## config.mk

```make
export PLATFORM = sky130hd
export DESIGN_NAME = instr_cycle_seq
export DESIGN_NICKNAME = d
export VERILOG_FILES = /design/src/rtl/seq_pkg.sv /design/src/rtl/seq_rst_sync.sv /design/src/rtl/seq_fsm.sv /design/src/rtl/seq_decode.sv /design/src/rtl/seq_datapath.sv /design/src/rtl/instr_cycle_seq.sv
export SDC_FILE = /design/constraint.sdc
export NUM_CORES = 1
export LEC_CHECK = 0
export ABC_AREA = 1
export BUFFER_PORTS_ARGS = -buffer_cell sky130_fd_sc_hd__buf_4
export CORE_MARGIN = 2
export CORE_UTILIZATION = 35
export CTS_BUF_LIST = sky130_fd_sc_hd__clkbuf_16
export DETAILED_ROUTE_END_ITERATION = 7
export HOLD_SLACK_MARGIN = 0.05
export PLACE_DENSITY = 0.57
export SETUP_SLACK_MARGIN = 0.1
export SYNTH_ARGS = -nofsm -noshare
export SYNTH_HDL_FRONTEND = slang
export SYNTH_SLANG_ARGS = --single-unit
```

## constraint.sdc

```tcl
create_clock -name clk -period 5.5 [get_ports clk]
set_input_delay 0.825 -clock clk [delete_from_list [all_inputs] [get_ports clk]]
set_output_delay 0.825 -clock clk [all_outputs]
set_load 0.02 [all_outputs]
```

## src/rtl/seq_pkg.sv

```systemverilog
package seq_pkg;

  localparam int OPC_W = 3;

  typedef enum logic [3:0] {
    ST_F1, ST_F2, ST_F3,
    ST_I1, ST_I2, ST_I3,
    ST_E1, ST_E2, ST_E3, ST_E4,
    ST_T1, ST_T2,
    ST_HALT
  } seq_state_e;

  localparam logic [OPC_W-1:0] OP_ADD  = 3'd0;
  localparam logic [OPC_W-1:0] OP_BSZ  = 3'd1;
  localparam logic [OPC_W-1:0] OP_EI   = 3'd2;
  localparam logic [OPC_W-1:0] OP_HALT = 3'd7;

  // one bit per micro-operation
  typedef struct packed {
    logic mar_pc;
    logic mar_ir;
    logic mar_save;
    logic mem_rd;
    logic mem_wr;
    logic pc_inc;
    logic pc_skipz;
    logic pc_vec;
    logic mbr_bus;
    logic mbr_inc;
    logic mbr_pc;
    logic ir_load;
    logic ir_addr;
    logic acc_add;
    logic ien_set;
    logic ien_clr;
  } uop_t;

  function automatic logic uses_operand(input logic [OPC_W-1:0] op);
    return (op == OP_ADD) || (op == OP_BSZ);
  endfunction

endpackage

```

## src/rtl/seq_rst_sync.sv

```systemverilog
module seq_rst_sync (
  input  logic clk,
  input  logic rst_n,
  output logic rst_core_n
);
  logic [1:0] sync_q;

  always_ff @(posedge clk or negedge rst_n) begin
    if (!rst_n) sync_q <= 2'b00;
    else        sync_q <= {sync_q[0], 1'b1};
  end

  assign rst_core_n = sync_q[1];
endmodule

```

## src/rtl/seq_fsm.sv

```systemverilog
module seq_fsm
  import seq_pkg::*;
(
  input  logic             clk,
  input  logic             rst_n,
  input  logic             ind_bit,
  input  logic [OPC_W-1:0] opcode,
  input  logic             irq_pend,
  output seq_state_e       state
);
  seq_state_e state_d;
  seq_state_e after_exec;

  always_comb begin
    after_exec = irq_pend ? ST_T1 : ST_F1;
    state_d    = state;
    unique case (state)
      ST_F1:   state_d = ST_F2;
      ST_F2:   state_d = ST_F3;
      ST_F3:   state_d = ind_bit ? ST_I1 : ST_E1;
      ST_I1:   state_d = ST_I2;
      ST_I2:   state_d = ST_I3;
      ST_I3:   state_d = ST_E1;
      ST_E1: begin
        if (opcode == OP_HALT)        state_d = ST_HALT;
        else if (uses_operand(opcode)) state_d = ST_E2;
        else                           state_d = after_exec;
      end
      ST_E2:   state_d = ST_E3;
      ST_E3:   state_d = ST_E4;
      ST_E4:   state_d = after_exec;
      ST_T1:   state_d = ST_T2;
      ST_T2:   state_d = ST_F1;
      ST_HALT: state_d = ST_HALT;
      default: state_d = ST_F1;
    endcase
  end

  always_ff @(posedge clk or negedge rst_n) begin
    if (!rst_n) state <= ST_F1;
    else        state <= state_d;
  end
endmodule

```

## src/rtl/seq_decode.sv

```systemverilog
module seq_decode
  import seq_pkg::*;
(
  input  seq_state_e       state,
  input  logic [OPC_W-1:0] opcode,
  output uop_t             uop
);
  always_comb begin
    uop = '0;
    unique case (state)
      ST_F1: uop.mar_pc = 1'b1;
      ST_F2: begin
        uop.mem_rd = 1'b1;
        uop.pc_inc = 1'b1;
      end
      ST_F3: begin
        uop.mbr_bus = 1'b1;
        uop.ir_load = 1'b1;
      end
      ST_I1: uop.mar_ir = 1'b1;
      ST_I2: uop.mem_rd = 1'b1;
      ST_I3: begin
        uop.mbr_bus = 1'b1;
        uop.ir_addr = 1'b1;
      end
      ST_E1: begin
        uop.mar_ir  = uses_operand(opcode);
        uop.ien_set = (opcode == OP_EI);
      end
      ST_E2: uop.mem_rd = 1'b1;
      ST_E3: begin
        uop.mbr_bus = (opcode == OP_ADD);
        uop.mbr_inc = (opcode == OP_BSZ);
      end
      ST_E4: begin
        uop.acc_add  = (opcode == OP_ADD);
        uop.mem_wr   = (opcode == OP_BSZ);
        uop.pc_skipz = (opcode == OP_BSZ);
      end
      ST_T1: begin
        uop.mar_save = 1'b1;
        uop.mbr_pc   = 1'b1;
      end
      ST_T2: begin
        uop.mem_wr  = 1'b1;
        uop.pc_vec  = 1'b1;
        uop.ien_clr = 1'b1;
      end
      default: uop = '0;
    endcase
  end
endmodule

```

## src/rtl/seq_datapath.sv

```systemverilog
module seq_datapath
  import seq_pkg::*;
#(
  parameter int ADDR_W    = 12,
  parameter int DATA_W    = 16,
  parameter int RESET_PC  = 16,
  parameter int SAVE_ADDR = 0,
  parameter int VEC_ADDR  = 1
) (
  input  logic              clk,
  input  logic              rst_n,
  input  uop_t              uop,
  input  logic [DATA_W-1:0] mem_rdata,
  output logic [ADDR_W-1:0] mar_q,
  output logic [DATA_W-1:0] mbr_q,
  output logic [DATA_W-1:0] ir_q,
  output logic [ADDR_W-1:0] pc_q,
  output logic [DATA_W-1:0] acc_q,
  output logic              ien_q
);
  localparam logic [ADDR_W-1:0] PC_RST = ADDR_W'(RESET_PC);
  localparam logic [ADDR_W-1:0] SAVE_A = ADDR_W'(SAVE_ADDR);
  localparam logic [ADDR_W-1:0] VEC_A  = ADDR_W'(VEC_ADDR);

  logic              pc_en, mar_en, mbr_en, ir_en, acc_en, ien_en;
  logic [ADDR_W-1:0] pc_d, mar_d;
  logic [DATA_W-1:0] mbr_d, ir_d, acc_d;
  logic              ien_d, mbr_zero;

  always_comb begin
    mbr_zero = (mbr_q == '0);

    pc_en = uop.pc_vec | uop.pc_inc | (uop.pc_skipz & mbr_zero);
    pc_d  = uop.pc_vec ? VEC_A : ADDR_W'(pc_q + 1'b1);

    mar_en = uop.mar_pc | uop.mar_ir | uop.mar_save;
    if (uop.mar_pc)      mar_d = pc_q;
    else if (uop.mar_ir) mar_d = ir_q[ADDR_W-1:0];
    else                 mar_d = SAVE_A;

    mbr_en = uop.mbr_bus | uop.mbr_inc | uop.mbr_pc;
    if (uop.mbr_pc)       mbr_d = DATA_W'(pc_q);
    else if (uop.mbr_inc) mbr_d = DATA_W'(mem_rdata + 1'b1);
    else                  mbr_d = mem_rdata;

    ir_en = uop.ir_load | uop.ir_addr;
    ir_d  = uop.ir_load ? mem_rdata
                        : {ir_q[DATA_W-1:ADDR_W], mem_rdata[ADDR_W-1:0]};

    acc_en = uop.acc_add;
    acc_d  = DATA_W'(acc_q + mbr_q);

    ien_en = uop.ien_set | uop.ien_clr;
    ien_d  = uop.ien_set & ~uop.ien_clr;
  end

  always_ff @(posedge clk or negedge rst_n) begin
    if (!rst_n) begin
      pc_q  <= PC_RST;
      mar_q <= '0;
      mbr_q <= '0;
      ir_q  <= '0;
      acc_q <= '0;
      ien_q <= 1'b0;
    end else begin
      if (pc_en)  pc_q  <= pc_d;
      if (mar_en) mar_q <= mar_d;
      if (mbr_en) mbr_q <= mbr_d;
      if (ir_en)  ir_q  <= ir_d;
      if (acc_en) acc_q <= acc_d;
      if (ien_en) ien_q <= ien_d;
    end
  end
endmodule

```

## src/rtl/instr_cycle_seq.sv

```systemverilog
module instr_cycle_seq
  import seq_pkg::*;
#(
  parameter int ADDR_W    = 12,
  parameter int RESET_PC  = 16,
  parameter int SAVE_ADDR = 0,
  parameter int VEC_ADDR  = 1,
  localparam int DATA_W   = 1 + OPC_W + ADDR_W
) (
  input  logic              clk,
  input  logic              rst_n,
  input  logic              irq_req,
  input  logic [DATA_W-1:0] mem_rdata,
  output logic [ADDR_W-1:0] mem_addr,
  output logic              mem_rd,
  output logic              mem_wr,
  output logic [DATA_W-1:0] mem_wdata,
  output logic [DATA_W-1:0] acc_q,
  output logic [ADDR_W-1:0] pc_q,
  output logic              int_en_q,
  output logic              halted
);
  logic              rst_core_n;
  seq_state_e        state;
  uop_t              uop;
  logic [ADDR_W-1:0] mar_q;
  logic [DATA_W-1:0] mbr_q, ir_q;
  logic [OPC_W-1:0]  opcode;
  logic              irq_pend;

  assign opcode   = ir_q[DATA_W-2 -: OPC_W];
  assign irq_pend = irq_req & int_en_q;

  seq_rst_sync u_rst (
    .clk        (clk),
    .rst_n      (rst_n),
    .rst_core_n (rst_core_n)
  );

  seq_fsm u_fsm (
    .clk      (clk),
    .rst_n    (rst_core_n),
    .ind_bit  (mem_rdata[DATA_W-1]),
    .opcode   (opcode),
    .irq_pend (irq_pend),
    .state    (state)
  );

  seq_decode u_dec (
    .state  (state),
    .opcode (opcode),
    .uop    (uop)
  );

  seq_datapath #(
    .ADDR_W    (ADDR_W),
    .DATA_W    (DATA_W),
    .RESET_PC  (RESET_PC),
    .SAVE_ADDR (SAVE_ADDR),
    .VEC_ADDR  (VEC_ADDR)
  ) u_dp (
    .clk       (clk),
    .rst_n     (rst_core_n),
    .uop       (uop),
    .mem_rdata (mem_rdata),
    .mar_q     (mar_q),
    .mbr_q     (mbr_q),
    .ir_q      (ir_q),
    .pc_q      (pc_q),
    .acc_q     (acc_q),
    .ien_q     (int_en_q)
  );

  assign mem_addr  = mar_q;
  assign mem_wdata = mbr_q;
  assign mem_rd    = uop.mem_rd;
  assign mem_wr    = uop.mem_wr;
  assign halted    = (state == ST_HALT);
endmodule

```

# Word-level counts from Yosys, hierarchy flattened
# Cells that the tools add are included.
classes:
  n_bitwise: 12
  addsub: 3
  eq_ne: 15
  reduce_logical: 7
  mux: 24
op_table:
  columns: ["op", "count"]
  rows:
  - ["$pmux W4 S12", 1]
  - ["$mux W12", 3]
  - ["$mux W16", 2]
  - ["$eq A4 B4 Y1 const B", 5]
  - ["$add A16 B1 Y16 const B", 1]
  - ["$add A16 B16 Y16", 1]
  - ["$eq A4 B3 Y1 const B", 4]
  - ["$logic_not A16 Y1", 1]
  - ["$add A12 B1 Y12 const B", 1]
  - ["$mux W4", 3]
  - ["$mux W1", 11]
  - ["$eq A4 B2 Y1 const B", 2]
  - ["$or A1 B1 Y1", 8]
  - ["$pmux W1 S2", 3]
  - ["$eq A4 B1 Y1 const B", 1]
  - ["$logic_not A4 Y1", 1]
  - ["$and A1 B1 Y1", 3]
  - ["$eq A3 B1 Y1 const B", 1]
  - ["$eq A3 B2 Y1 const B", 1]
  - ["$eq A3 B3 Y1 const B", 1]
  - ["$logic_not A3 Y1", 1]
  - ["$mux W3", 1]
  - ["$reduce_or A3 Y1", 1]
  - ["$reduce_and A2 Y1", 1]
  - ["3 further kinds", 3]
totals:
  output_inout_bits: 60
  in_bits: 19
  reg_bits: 79
  word_cells: 70

# Logic depth before layout (Yosys ltp)
# Gate-level depths: netlist of run 1.
logic_depth:
  ltp_word: 5
  depth_mapped: 11
  mapped_depth_nobuf: 11

# By module
# Synthesis of run 1 repeated with hierarchy kept, for this count alone.
unflattened:
  hier_cells: 740
  area_unflattened_um2: 5218.8
modules_own_cells:
  columns: ["mod", "area_each_um2", "cells_each", "seq_area_each_um2", "instances"]
  rows:
  - ["seq_datapath", 4544.4, 627, 1828.0, 1]
  - ["seq_fsm", 367.9, 54, 100.1, 1]
  - ["seq_decode", 224.0, 49, 0.0, 1]
  - ["seq_rst_sync", 53.8, 3, 50.0, 1]
  - ["instr_cycle_seq", 28.8, 7, 0.0, 1]

# Worst setup path after synthesis of run 1
# Ideal clock, no wire load.
synth_timing:
  kind: "register -> output"
  start: "register u_fsm.state[2]"
  end: "output port mem_wr"
  t_required_ps: 4675
  slack_ps: 3477
  n_path_buf: 0
  path_stages_with_launch: 6
  arrival_time_ps: 1198
  cell_sequence: "dfrtp_1 -> inv_1 -> nand2_1 -> nor2_2 -> inv_1 -> o21ai_0"
synth_via:
  elab_chain_cells: 2
  word_cells_on_any_way: 3
  classes_between: "eq/ne: 2; mux: 1"
synth_rtl:
  columns: ["item", "line_no", "text"]
  rows:
  - ["start, declared", "seq_fsm.sv:9", "output seq_state_e state"]
  - ["start signal, assigned", "seq_fsm.sv:41", "else state <= state_d;"]
  - ["$eq A4 B4 Y1", "seq_decode.sv:10", "unique case (state)"]
  - ["$pmux W1 S2 *", "seq_decode.sv:10", null]
  - ["end, declared", "instr_cycle_seq.sv:16", "output logic mem_wr,"]
# Every way passes the cells marked *; elsewhere a longest branch is shown, timed or not.

# Worst setup path in the final report of run 1
# Ends and elaborated chain as after synthesis.

==> impl_metrics.tcl, run 1 <==
set metrics [dict create \
    fp.dieArea_mm2 0.0154 \
    vias_in_the_first_global_route 4767 \
    route.final.wire_length_um 14700 \
    standby_leakage_power_nw 3.25 \
    synth_enable_flop_cells 0 \
    h-tree-depth 3 \
    wl_per_cell_um 14.8 \
    synth_top_area_cell "sky130_fd_sc_hd__dfrtp_1" \
    track_usage_pct 20.4 \
    timing.final.hold_violations 0 \
    setup_total_negative_slack_ns 0 \
    floorplan.initialDensity_pct 36.0 \
    mappedNetlistArea_mm2 0.00504 \
    synth_warnings 0 \
    post_synth_main_area_contributors "sky130_fd_sc_hd__dfrtp_1 38%, sky130_fd_sc_hd__nand2_1 21%, sky130_fd_sc_hd__inv_1 6.3%" \
    drc 0 \
    design.core.area_mm2 0.0140 \
    area_growth_pct 19.4 \
    achievable_clock_frequency_ghz 0.366 \
    reg_area_mm2 0.00196 \
    floorplan.io_pins 79 \
    worstReg2RegStart "u_fsm.state[2]" \
    root_buf_cell "sky130_fd_sc_hd__clkbuf_16" \
    synth_flop_cell "sky130_fd_sc_hd__dfrtp_1" \
    synth_cells 732 \
    numPortBuffers 78 \
    synth_async_sr_flop_share_pct 100 \
    post_cts_hold_buffer_count 0 \
    post_drt_via_cell_ratio 4.92 \
    cts_tree "built" \
    syn_nets 769 \
    grt_pass1_wl_um 24000 \
    detail-route-antenna-nets 0 \
    timing.hold.ws_ns 0.247 \
    grt.overflow.total 0 \
    clk_path_buf_depth 2 \
    drive_gt1_share_pct 14.2 \
    multi_input_comb_area_mm2 0.00267 \
    grt_antenna_before_repair 0 \
    grt_setup_unrepaired "no" \
    cts_made_buffers 9 \
    grt_start_max_net_pins 77 \
    worst-endpoint-arrival_ns 1.91 \
    route.vias.total 4885 \
    worstHoldPathType "input pin to async pin" \
    design.final.nets 844 \
    postPlaceCellArea_mm2 0.00576 \
    clkSinkCount 78 \
    cellPowerDensity_mw_per_mm2 566 \
    worst_setup_hold_path_clk_slew_ns 0.06 \
    pre_repair_dr_iteration_count 5 \
    dr.first_iter.drc_count 280 \
    timing.final.setup_violations 0 \
    fin_area_mm2 0.00602 \
    insertion_delay_ns 0.35 \
    regToRegEndpoint "u_dp.mbr_q[4]" \
    startpoint_type "register" \
    core.rowCount 43 \
    run_status "completed" \
    post-dp-hpwl_um 11200 \
    peakVddDrop_mv 0.207 \
    synth.top_cell.area_share_pct 38.2 \
    cp-end-kind "primary output" \
    n_antenna_cell 0 \
    die-width_um 124 \
    timing.final.crit_period_ns 2.73 \
    clock_skew_ns 0.00946 \
    gp_routability_congestion 0.918 \
    timing.max_cap.violations 0 \
    worst-path-max-fanout 10 \
    worst_r2r_path_depth 8 \
    cts_repair_resize_count 0 \
    synth_seq_cells 78 \
    worst_slew_margin_rel_pct 31.7 \
    worstPathRequired_ns 4.68 \
    die_height_um 124 \
    yosys.cell_types.count 35 \
    finalCritPeriodShare_pct 49.7 \
    synthesis.area_per_instance_um2 6.88 \
    tightestPinTransition_ns 1.02 \
    filler_cell_count 1488 \
    slew_violations 0 \
    setup.worst_path.class "register to primary output" \
    reg2reg_slack_ns 3.00 \
    synth.yosys.seq_area_share_pct 38.8 \
    postCtsSetupRepairBufs 0 \
]
[cells in the mapped netlist, types with 3 or more instances]
library cell               instances
sky130_fd_sc_hd__nor3_1           10
sky130_fd_sc_hd__ha_1             17
sky130_fd_sc_hd__nor2_2            7
sky130_fd_sc_hd__buf_4             5
sky130_fd_sc_hd__xnor2_1           6
sky130_fd_sc_hd__o21ai_0          20
sky130_fd_sc_hd__or2_2             5
sky130_fd_sc_hd__nand3b_1          3
sky130_fd_sc_hd__o21ai_1           5
sky130_fd_sc_hd__dfrtp_1          77
sky130_fd_sc_hd__nand3_1          56
sky130_fd_sc_hd__nand2_1         283
sky130_fd_sc_hd__o211ai_1          5
sky130_fd_sc_hd__nor2_1           63
sky130_fd_sc_hd__nand2_2           4
sky130_fd_sc_hd__a21oi_1          27
sky130_fd_sc_hd__buf_2             6
sky130_fd_sc_hd__xor2_1            8
sky130_fd_sc_hd__inv_1            85
sky130_fd_sc_hd__a22oi_1           8
sky130_fd_sc_hd__nand4_1          12
[how the worst max path moves through the flow]
stage                     cells after the start             from  slack (ns)       endpoint
after floorplan                               0  u_rst.sync_q[1]        3.17  u_dp.acc_q[0]
after global placement                        8   u_fsm.state[3]        3.03  u_dp.acc_q[8]
after detailed placement                      8   u_fsm.state[0]        2.98  u_dp.acc_q[8]
after CTS                                     6   u_fsm.state[2]        2.75         mem_wr
after global routing                          8   u_fsm.state[0]        2.57  u_dp.acc_q[8]
final                                         6   u_fsm.state[2]        2.77         mem_wr
[cells in the final DEF, fill, tap and decap left out, drive strengths merged, types with 8 or more instances in the layout]
| master | netlist | final |
|---|---|---|
| nand4 | 12 | 12 |
| a21oi | 27 | 27 |
| buf | 13 | 78 |
| a22oi | 8 | 8 |
| ha | 17 | 17 |
| nor3 | 13 | 13 |
| inv | 86 | 86 |
| o21ai | 25 | 25 |
| clkbuf | 1 | 9 |
| xor2 | 8 | 8 |
| dfrtp | 77 | 77 |
| nor2 | 72 | 72 |
| nand2 | 287 | 287 |
| nand3 | 56 | 56 |
[registers in the layout, summed over array words and instances, names as in the netlist]
signal        flops
u_fsm.state       4
u_dp.acc_q       16
u_rst.sync_q      2
u_dp.mar_q       12
u_dp.ir_q        15
u_dp.mbr_q       16
u_dp.pc_q        12
u_dp.ien_q        1
[stage by stage]
step / setup WS [ns] / cells / total power, mW / util [%]
detailed placement: 2.98 / 976 / 2.88 / 41.2
floorplan: 3.17 / 732 / 2.29 / -
finish: 2.77 / 992 / 3.41 / 43.0
CTS: 2.75 / 992 / 3.44 / 43.0
global placement: 3.03 / 976 / 2.85 / 41.2
global route: 2.57 / 992 / 3.71 / 43.0
[logic make-up (layout without fill, tap and decap cells)]
family	Yosys count	count (layout)	share of synthesized area [%]
simple gates	451	451	37.8
buf+inv	100	180	8.27
flops	78	78	38.8
compound gates	68	68	7.57
fa+ha+maj	18	18	4.62
xor+xnor	14	14	2.43
mux	2	2	0.447
other cells	1	1	0.0744
[layout make-up]
class / instances / share of cell area [%]
Clock buffer: 9 / 3.74
Timing Repair Buffer: 78 / 9.73
Sequential cell: 78 / 32.5
Clock inverter: 7 / 0.520
Multi-Input combinational cell: 554 / 44.4
Tap cell: 180 / 3.74
Inverter: 86 / 5.37
[layer usage]
metal / global-route usage (%) / share of wire, %
met1: 27.4 / 47
met2: 32.5 / 46
met3: 4.21 / 5.4
met4: 7.44 / 2.0
met5: 0 / 0
[report_power, final]
part / total [mW] / switching, mW / internal (mW)
sequential: 1.08 / 0.263 / 0.815
clock: 0.538 / 0.241 / 0.297
combinational: 1.79 / 1.12 / 0.667
total: 3.41 / 1.63 / 1.78
[worst max-delay path, stage by stage (launching register included)]
cell and delay, ns:
sky130_fd_sc_hd__dfrtp_1 0.41, sky130_fd_sc_hd__inv_1 0.09, sky130_fd_sc_hd__nand2_1 0.14, sky130_fd_sc_hd__nor2_2 0.37, sky130_fd_sc_hd__inv_1 0.21, sky130_fd_sc_hd__o21ai_0 0.16, sky130_fd_sc_hd__buf_4 0.19
Note: power is estimated with default switching activity, not from simulation.
==> run 2, diff against run 1 <==
- ABC_AREA: 1 -> 0
- clock period: 5.5 -> 2.7 ns (I/O delays scaled with it)
==> run 2 against run 1 <==
  * Sequential power is 110% higher
  * First-iteration DRC count is 35% higher
  * Worst hold slack worse by 0.015 ns
  * Power is 130% higher
  * Clock skew is 0.0017 ns lower
  * Non-clock buffer count is 15 higher
  * Synthesized cell count is 28% lower
  * Setup slack worse by 2.5 ns
  * Utilization is 1.4 points higher
  * Sequential cell count stayed put
  * Die area is 4.3% lower
  * Via count is 10% lower
  * Critical path type is now register to register
  * Largest power group unchanged
  * Highest routed layer unchanged
==> impl_metrics.tcl, run 2 <==
set metrics [dict create \
    run_status "completed" \
    synth_compound_gate_area_share_pct 18.7 \
    insertion_delay_ns 0.34 \
    die-width_um 121 \
    cts_repair_resize_count 0 \
    pre_repair_dr_iteration_count 5 \
    grt_setup_unrepaired "no" \
    gp_routability_congestion 0.863 \
    instances_no_fill 785 \
    largestRegisters "u_dp.acc_q x16, u_dp.mbr_q x16, u_dp.ir_q x15" \
    drive_gt1_share_pct 21.7 \
    synth_top_area_cell "sky130_fd_sc_hd__dfrtp_1" \
    yosys.cell_types.count 61 \
    worst-path-max-fanout 5 \
    grt_antenna_before_repair 0 \
    grt_start_max_net_pins 33 \
    drc 0 \
    clk_path_buf_depth 2 \
    worst_setup_hold_path_clk_slew_ns 0.06 \
    multi_input_comb_area_mm2 0.00271 \
    post_drt_via_cell_ratio 5.59 \
    worstHoldPathType "register to async pin" \
    synth-simple-area-share_pct 23.4 \
    track_usage_pct 19.9 \
    slew_violations 0 \
    grt_pass1_wl_um 22700 \
    dr.first_iter.drc_count 379 \
    timing.final.setup_violations 0 \
    post_synth_main_area_contributors "sky130_fd_sc_hd__dfrtp_1 40%, sky130_fd_sc_hd__nand2_1 5.4%, sky130_fd_sc_hd__ha_1 4.4%" \
    floorplan.initialDensity_pct 36.1 \
    timing.final.hold_violations 0 \
    synth_enable_flop_cells 0 \
    wl_per_cell_um 18.0 \
    synth.yosys.seq_area_share_pct 40.5 \
    die_height_um 121 \
    timing.max_cap.violations 0 \
    root_buf_cell "sky130_fd_sc_hd__clkbuf_16" \
    design.core.area_mm2 0.0133 \
    clkSinkCount 78 \
    cts_tree "built" \
    grt.overflow.total 0 \
    core.rowCount 42 \
    synth_mux_area_share_pct 6.00 \
    design.final.nets 641 \
    worst-endpoint-arrival_ns 2.62 \
    placed_cells 768 \
    floorplan.io_pins 79 \
    standby_leakage_power_nw 2.71 \
    route.vias.total 4387 \
    synth_flop_cell "sky130_fd_sc_hd__dfrtp_1" \
    achievable_clock_frequency_ghz 0.416 \
    peakVddDrop_mv 0.389 \
    post-dp-hpwl_um 10600 \
    xor_and_xnor_fraction_of_the_mapped_netlist_area_pct 3.09 \
    timing.final.crit_period_ns 2.40 \
    h-tree-depth 3 \
    yosys.cell_count.top_type "sky130_fd_sc_hd__dfrtp_1" \
    synth.top_cell.area_share_pct 40.0 \
    cp-end-kind "register" \
    tightestPinTransition_ns 0.802 \
    clock_skew_ns 0.00776 \
    mappedNetlistArea_mm2 0.00482 \
    reg_area_mm2 0.00195 \
    worstPathRequired_ns 2.92 \
    synthAdderAreaFrac_pct 4.83 \
    synth_async_sr_flop_share_pct 100 \
    layout.cells.most_common "sky130_fd_sc_hd__buf_4" \
    cts_made_buffers 9 \
    synth_seq_cells 78 \
    worst_slew_margin_rel_pct 45.1 \
    route.final.wire_length_um 14200 \
    most-common-layout-cells "92 x sky130_fd_sc_hd__buf_4, 76 x sky130_fd_sc_hd__dfrtp_1, 69 x sky130_fd_sc_hd__nand2_1" \
    netlist_top_cells_count "77 x sky130_fd_sc_hd__dfrtp_1, 69 x sky130_fd_sc_hd__nand2_1, 38 x sky130_fd_sc_hd__o21ai_0" \
    cellPowerDensity_mw_per_mm2 1320 \
    syn_nets 567 \
    synth_warnings 0 \
    synthesis.area_per_instance_um2 9.09 \
    synth_top_family_by_area "simple AND/OR/NAND/NOR gates" \
    filler_cell_count 1303 \
    area_growth_pct 23.0 \
    setup.worst_path.class "register to register" \
    synth_cells 530 \
    fp.dieArea_mm2 0.0147 \
    finalCritPeriodShare_pct 88.9 \
    numPortBuffers 78 \
    startpoint_type "register" \
    vias_in_the_first_global_route 4209 \
    n_antenna_cell 0 \
    setup_total_negative_slack_ns 0 \
    detail-route-antenna-nets 0 \
]
## run 2: cell types whose count changed in the layout (fill, tap and decap cells not counted), moves of 9 or more
cell / previous run / this run
sky130_fd_sc_hd__nand2_1: 283 / 69
sky130_fd_sc_hd__and3_1: 0 / 23
sky130_fd_sc_hd__nor4_1: 0 / 9
sky130_fd_sc_hd__mux2i_1: 0 / 12
sky130_fd_sc_hd__mux2_2: 2 / 15
sky130_fd_sc_hd__buf_4: 78 / 92
sky130_fd_sc_hd__o21ai_0: 20 / 38
sky130_fd_sc_hd__inv_1: 85 / 12
sky130_fd_sc_hd__nand3_1: 56 / 20
sky130_fd_sc_hd__nor2_1: 63 / 19
## run 2: worst paths after layout
kind / slack [ns] / endpoint / startpoint / cells past startpoint
setup / recovery: 0.30 / u_dp.acc_q[13] / u_dp.mbr_q[4] / 6
max in group asynchronous: 1.67 / u_dp.ir_q[1] / u_rst.sync_q[1] / 1
setup reg to reg: 0.30 / u_dp.acc_q[13] / u_dp.mbr_q[4] / 6
min in group clk: 0.32 / u_dp.mbr_q[11] / mem_rdata[11] / 2
hold / removal: 0.23 / u_dp.acc_q[2] / u_rst.sync_q[1] / 0
hold reg to reg: 0.23 / u_dp.acc_q[2] / u_rst.sync_q[1] / 0
## run 2: kinds of logic after synthesis
family | count (synthesis)
multiplexers | 27
other | 1
adder cells (fa/ha/maj) | 18
XOR/XNOR | 17
buffers and inverters | 40
AO/OA/AOI/OAI | 137
AND/OR/NAND/NOR | 212
flip-flops | 78
## run 2: power by group
group	switching (mW)	internal, mW
clock network	0.480	0.798
logic	2.40	1.82
registers	0.637	1.66
total	3.52	4.28
## run 2: layout make-up
cell class	instances	area share, %
multi-input combinational	412	45.7
sequential	78	33.0
timing repair buffer	93	11.8
clock buffer	9	3.80
tap	176	3.72
clock inverter	7	1.39
inverter	10	0.633
## run 2: per-stage QoR
stage               area [µm²]  hold WS (ns)  total power, mW  utilization, %  worst slack, ns
floorplan                 4820         0.109             5.09               -            0.369
global placement          5610         0.188             6.45            42.0            0.411
detailed placement        5610         0.190             6.51            42.0            0.382
CTS                       5930         0.253             7.83            44.4            0.314
global route              5930         0.278             8.40            44.4            0.208
finish                    5930         0.233             7.80            44.4            0.299
## run 2: critical path, stage by stage, from the launching register on
cell	delay, ns
sky130_fd_sc_hd__dfrtp_1	0.44
sky130_fd_sc_hd__ha_1	0.38
sky130_fd_sc_hd__a21oi_1	0.26
sky130_fd_sc_hd__o211ai_1	0.19
sky130_fd_sc_hd__a2111oi_0	0.75
sky130_fd_sc_hd__or4_1	0.21
sky130_fd_sc_hd__nand3_1	0.06
## run 2: routing by layer
metal  track usage (%)  vias up  share of wire (%)  wire length [µm]
li1                  -     2118                  -                 -
met1              28.5     2123                 49              6940
met2              30.0      126                 44              6220
met3              3.10       20                4.4               624
met4              8.33        0                2.7               380
met5                 0        -                  0                 0
## run 2: timing repair
item	CTS	global route
endpoints found under the hold margin	2	0
hold buffers	1	0
buffers inserted	0	0
